<file path="config.mk">
export PLATFORM = sky130hd
export DESIGN_NAME = oc_force_stage
export DESIGN_NICKNAME = d
export VERILOG_FILES = /design/src/rtl/oc_force_pkg.sv /design/src/rtl/oc_event_merge.sv /design/src/rtl/oc_action_unit.sv /design/src/rtl/oc_force_stage.sv
export SDC_FILE = /design/constraint.sdc
export NUM_CORES = 1
export LEC_CHECK = 0
export CAP_MARGIN = 20
export CORE_AREA = 8 8 45 47
export DETAILED_ROUTE_END_ITERATION = 12
export DIE_AREA = 0 0 53 55
export GPL_TIMING_DRIVEN = 0
export RECOVER_POWER = 100
export SETUP_SLACK_MARGIN = 0.15
export SLEW_MARGIN = 20
export SYNTH_ARGS = -nofsm -noshare
export SYNTH_HDL_FRONTEND = slang
export SYNTH_SLANG_ARGS = --single-unit
export TNS_END_PERCENT = 30
</file>
<file path="constraint.sdc">
create_clock -name clk -period 1.2 [get_ports clk]
set_clock_uncertainty 0.2 [all_clocks]
set_input_delay 0.24 -clock clk [delete_from_list [all_inputs] [get_ports clk]]
set_output_delay 0.24 -clock clk [all_outputs]
set_load 0.02 [all_outputs]
</file>
<file path="src/rtl/oc_force_pkg.sv">
package oc_force_pkg;

  typedef enum logic [1:0] {
    COM_NONE   = 2'b00,
    COM_INVERT = 2'b01,
    COM_LOW    = 2'b10,
    COM_HIGH   = 2'b11
  } com_mode_e;

  typedef struct packed {
    logic act;
    logic irq;
    logic clr;
  } oc_req_t;

endpackage

</file>
<file path="src/rtl/oc_event_merge.sv">
module oc_event_merge
  import oc_force_pkg::*;
(
  input  logic    match_pulse,
  input  logic    force_wr,
  input  logic    pwm_mode,
  input  logic    ctc_mode,
  output oc_req_t req
);
  always_comb begin
    // Both sources fold into one action, so a coincident pair acts once.
    req.act = (match_pulse | force_wr) & ~pwm_mode;
    // Only the real match reaches the interrupt and counter-clear paths.
    req.irq = match_pulse;
    req.clr = match_pulse & ctc_mode;
  end
endmodule

</file>
<file path="src/rtl/oc_action_unit.sv">
module oc_action_unit
  import oc_force_pkg::*;
(
  input  logic       cur_level,
  input  logic       apply,
  input  logic [1:0] mode,
  output logic       nxt_level
);
  com_mode_e mode_e;
  assign mode_e = com_mode_e'(mode);

  always_comb begin
    nxt_level = cur_level;
    if (apply) begin
      unique case (mode_e)
        COM_NONE:   nxt_level = cur_level;
        COM_INVERT: nxt_level = ~cur_level;
        COM_LOW:    nxt_level = 1'b0;
        COM_HIGH:   nxt_level = 1'b1;
        default:    nxt_level = cur_level;
      endcase
    end
  end
endmodule

</file>
<file path="src/rtl/oc_force_stage.sv">
module oc_force_stage
  import oc_force_pkg::*;
#(
  parameter logic PIN_RESET = 1'b0,
  parameter int   MODE_W    = 2
) (
  input  logic              clk,
  input  logic              rst,
  input  logic              match_pulse,
  input  logic              force_wr,
  input  logic [MODE_W-1:0] com_mode,
  input  logic              pwm_mode,
  input  logic              ctc_mode,
  output logic              oc_pin,
  output logic              irq_set,
  output logic              timer_clr,
  output logic              force_rdata
);
  localparam int ACT_W = (MODE_W < 2) ? MODE_W : 2;

  oc_req_t req;
  logic    pin_nxt;
  logic    pin_q, irq_q, clr_q;

  oc_event_merge u_merge (
    .match_pulse (match_pulse),
    .force_wr    (force_wr),
    .pwm_mode    (pwm_mode),
    .ctc_mode    (ctc_mode),
    .req         (req)
  );

  oc_action_unit u_action (
    .cur_level (pin_q),
    .apply     (req.act),
    .mode      (com_mode[ACT_W-1:0]),
    .nxt_level (pin_nxt)
  );

  always_ff @(posedge clk) begin
    if (rst) begin
      pin_q <= PIN_RESET;
      irq_q <= 1'b0;
      clr_q <= 1'b0;
    end else begin
      pin_q <= pin_nxt;
      irq_q <= req.irq;
      clr_q <= req.clr;
    end
  end

  assign oc_pin      = pin_q;
  assign irq_set     = irq_q;
  assign timer_clr   = clr_q;
  // The force bit is a write strobe with no storage behind it.
  assign force_rdata = 1'b0;


  force_no_irq_chk: assert property (@(posedge clk) disable iff (rst)
    (force_wr && !match_pulse) |=> !irq_set);

  force_no_clr_chk: assert property (@(posedge clk) disable iff (rst)
    (force_wr && !match_pulse) |=> !timer_clr);

  pwm_pin_hold_chk: assert property (@(posedge clk) disable iff (rst)
    pwm_mode |=> $stable(oc_pin));

  match_irq_chk: assert property (@(posedge clk) disable iff (rst)
    match_pulse |=> irq_set);

  ctc_clear_chk: assert property (@(posedge clk) disable iff (rst)
    (match_pulse && ctc_mode) |=> timer_clr);

  no_ctc_no_clear_chk: assert property (@(posedge clk) disable iff (rst)
    !ctc_mode |=> !timer_clr);

  mode_none_hold_chk: assert property (@(posedge clk) disable iff (rst)
    (com_mode[ACT_W-1:0] == 2'b00) |=> $stable(oc_pin));

  mode_high_chk: assert property (@(posedge clk) disable iff (rst)
    ((match_pulse || force_wr) && !pwm_mode && com_mode[ACT_W-1:0] == 2'b11) |=> oc_pin);

  dual_invert_once_chk: assert property (@(posedge clk) disable iff (rst)
    (match_pulse && force_wr && !pwm_mode && com_mode[ACT_W-1:0] == 2'b01)
      |=> (oc_pin != $past(oc_pin)));
endmodule

</file>
==> results_dict.tcl <==
set metrics [dict create \
    run_status "finished clean" \
    finalCritPeriodShare 0.9566 \
    intPower_uw 264.1 \
    critPathKind "reg -> out" \
    muxShareOfSynthArea 0 \
    synth_compound_area_frac 0.1800 \
    crit_buf_inv 1 \
    synth-edff-count 0 \
    postSynth.asyncResetShare 0 \
    wl_per_cell_um 8.413 \
    critPathMaxFanout 3 \
    grt_pass1_vias 179 \
    clk_latency_ns 0.23 \
    grt_usage 0.03222 \
    place_inst 41 \
    synth.largest_area_cell "dfxtp_1" \
    ys.flop_type "dfxtp_1" \
    synth_area_leaders "dfxtp_1 (48%), o311ai_1 (7.0%), o31a_1 (7.0%)" \
    yosysSeqAreaShare 0.4800 \
    die_x_um 53 \
    utilization 0.1944 \
    grt_max_degree 4 \
    holdCritPathClass "in -> reg" \
    syn-cell-area_um2 125.1 \
    switchingPower_uw 80.80 \
    power_frac_comb 0.168 \
    setup_violations 0 \
    rr_worst_depth 3 \
    overflow 0 \
    final_layout_size_suffix_gt1_frac 0.3333 \
    synthXorXnorAreaFrac 0 \
    rsz0062_at_grt "yes" \
    yosysTopAreaCellShare 0.4800 \
    place.gp.congestion 0.5360 \
    drv_cap 0 \
    layoutNonFillerInstCount 46 \
    p_leak_uw 0.0001315 \
    syn_avg_cell_area_um2 8.341 \
    end_kind "output pin" \
    area_growth_pct 115.0 \
    synthCells 15 \
    netlist-cell-type-count 11 \
    cts_tree "built" \
    synthAdderAreaFrac 0 \
    cp-start-kind "flop" \
    dp_slack_ns -0.2469 \
    yosysWarningCount 0 \
    peakVddDrop_mv 0.1804 \
    fmax_mhz 871.2 \
    ys_top_cells_by_count "dfxtp_1 (3), nand2_1 (2), nor2_1 (2)" \
    p_sw_frac 0.2342 \
    ioPinCount 12 \
    die_h_um 55 \
    firstDrtPassIters 1 \
    core-area_mm2 0.001384 \
    h-tree-depth 1 \
    drcViolationCount 0 \
    antenna_found_initial 0 \
    p_total_uw 344.9 \
    powerDensity_mw_per_mm2 1282 \
    cts_buffers 3 \
    route.vias.total 149 \
    synth_top_family_by_area "simple AND/OR/NAND/NOR gates" \
    clk_path_buf_depth 2 \
    routed_via_density 3.239 \
    hold_depth 3 \
    path_cells "buf_4" \
    cts_hold_buf 0 \
    period_minus_slack_ns 1.148 \
    max_stage_delay_ns 0.33 \
    syn_nets 23 \
    crit_path_top_delay_cell "dfxtp_2" \
    grt_pass1_wl_um 593 \
    synthSimpleGateAreaFrac 0.2200 \
    final.setup.worst_slack_ns 0.05209 \
    rows 14 \
    cts.sinks 3 \
    synth.most_common_cell "dfxtp_1" \
    worstPathRequired_ns 0.76 \
    crit_family "flip-flops" \
    root_buffer "clkbuf_4" \
    clk_pin_slew_worst_paths_ns 0.04 \
    port_buffers 10 \
    critical_path_arrival_ns 0.71 \
    nets 39 \
    seq_power_share 0.318 \
    postRouteAntennaNets 0 \
    clock_power_share 0.514 \
    cp_num_cells 1 \
    diodes 0 \
    drt-initial-drc-count 0 \
    ys_ff_latch 3 \
    wl_um 387 \
    drv_slew 0 \
    hold_violations 0 \
    die-area_mm2 0.002915 \
    start_util 0.09042 \
]
-- timing repair --
item,4_1_cts,5_1_grt
setup buffers,1,0
endpoints found under the setup margin,4,4
pin swaps,1,2
gates resized for setup,18,1
-- layer usage --
layer | track usage | part of all wire
met5 | 0 | 0
met4 | 0.06466 | 0.049
met1 | 0.02580 | 0.37
met2 | 0.04297 | 0.50
met3 | 0.01337 | 0.075
-- registers in the layout, indices dropped and copies added, names as in the netlist --
| signal | cells |
|---|---|
| irq_set | 1 |
| oc_pin | 1 |
| timer_clr | 1 |
-- cells in the final DEF, fill, tap and decap left out --
cell type and instances:
buf_4 3, nor2_2 1, dfxtp_2 1, clkbuf_4 3
inv_1 1, clkbuf_1 1, clkdlybuf4s50_1 2, dlymetal6s2s_1 1
conb_1 1, dlygate4sd2_1 3, nor2_1 1, o21ai_1 1
clkbuf_2 2, o31a_1 1, nor2b_1 1, dlygate4sd3_1 1
nand2_1 2, o311ai_1 1, dfxtp_1 2, and2_1 1
-- final timing paths --
kind | slack, ns | to | start
max | 0.05 | oc_pin | oc_pin
min | 0.20 | oc_pin | com_mode[0]
max reg2reg | 0.09 | oc_pin | oc_pin
min reg2reg | 0.28 | oc_pin | oc_pin
-- cell type report --
cell class / instances / area [µm²]
timing repair buffer: 11 / 93.84
multi-input combinational: 10 / 56.30
buffer: 1 / 7.507
tap: 16 / 20.02
inverter: 1 / 3.754
fill: 162 / 1115
sequential: 3 / 61.31
clock buffer: 4 / 26.28
-- logic make-up after synthesis --
logic type | Yosys count
AOI/OAI and AO/OA | 3
other | 1
buffers and inverters | 2
and+or+nand+nor | 6
DFF | 3
-- through the flow --
step / area [µm²] / setup TNS, ns / hold WS (ns)
after floorplan: 126.4 / 0 / 0.1191
after global placement: 246.5 / -0.7161 / 0.2782
after detailed placement: 246.5 / -0.7548 / 0.2843
after CTS: 270.3 / 0 / 0.1862
after global routing: 269.0 / 0 / 0.2276
final: 269.0 / 0 / 0.2042
-- power by group through the flow --
stage	logic [µW]	registers, µW	clock network (µW)
final	57.9	110	177
after global routing	63.1	110	196
after CTS	61.1	110	190
after detailed placement	61.8	111	0
after global placement	60.8	112	0
after floorplan	16.5	119	0
No activity file was read; power rests on OpenSTA's default activity.
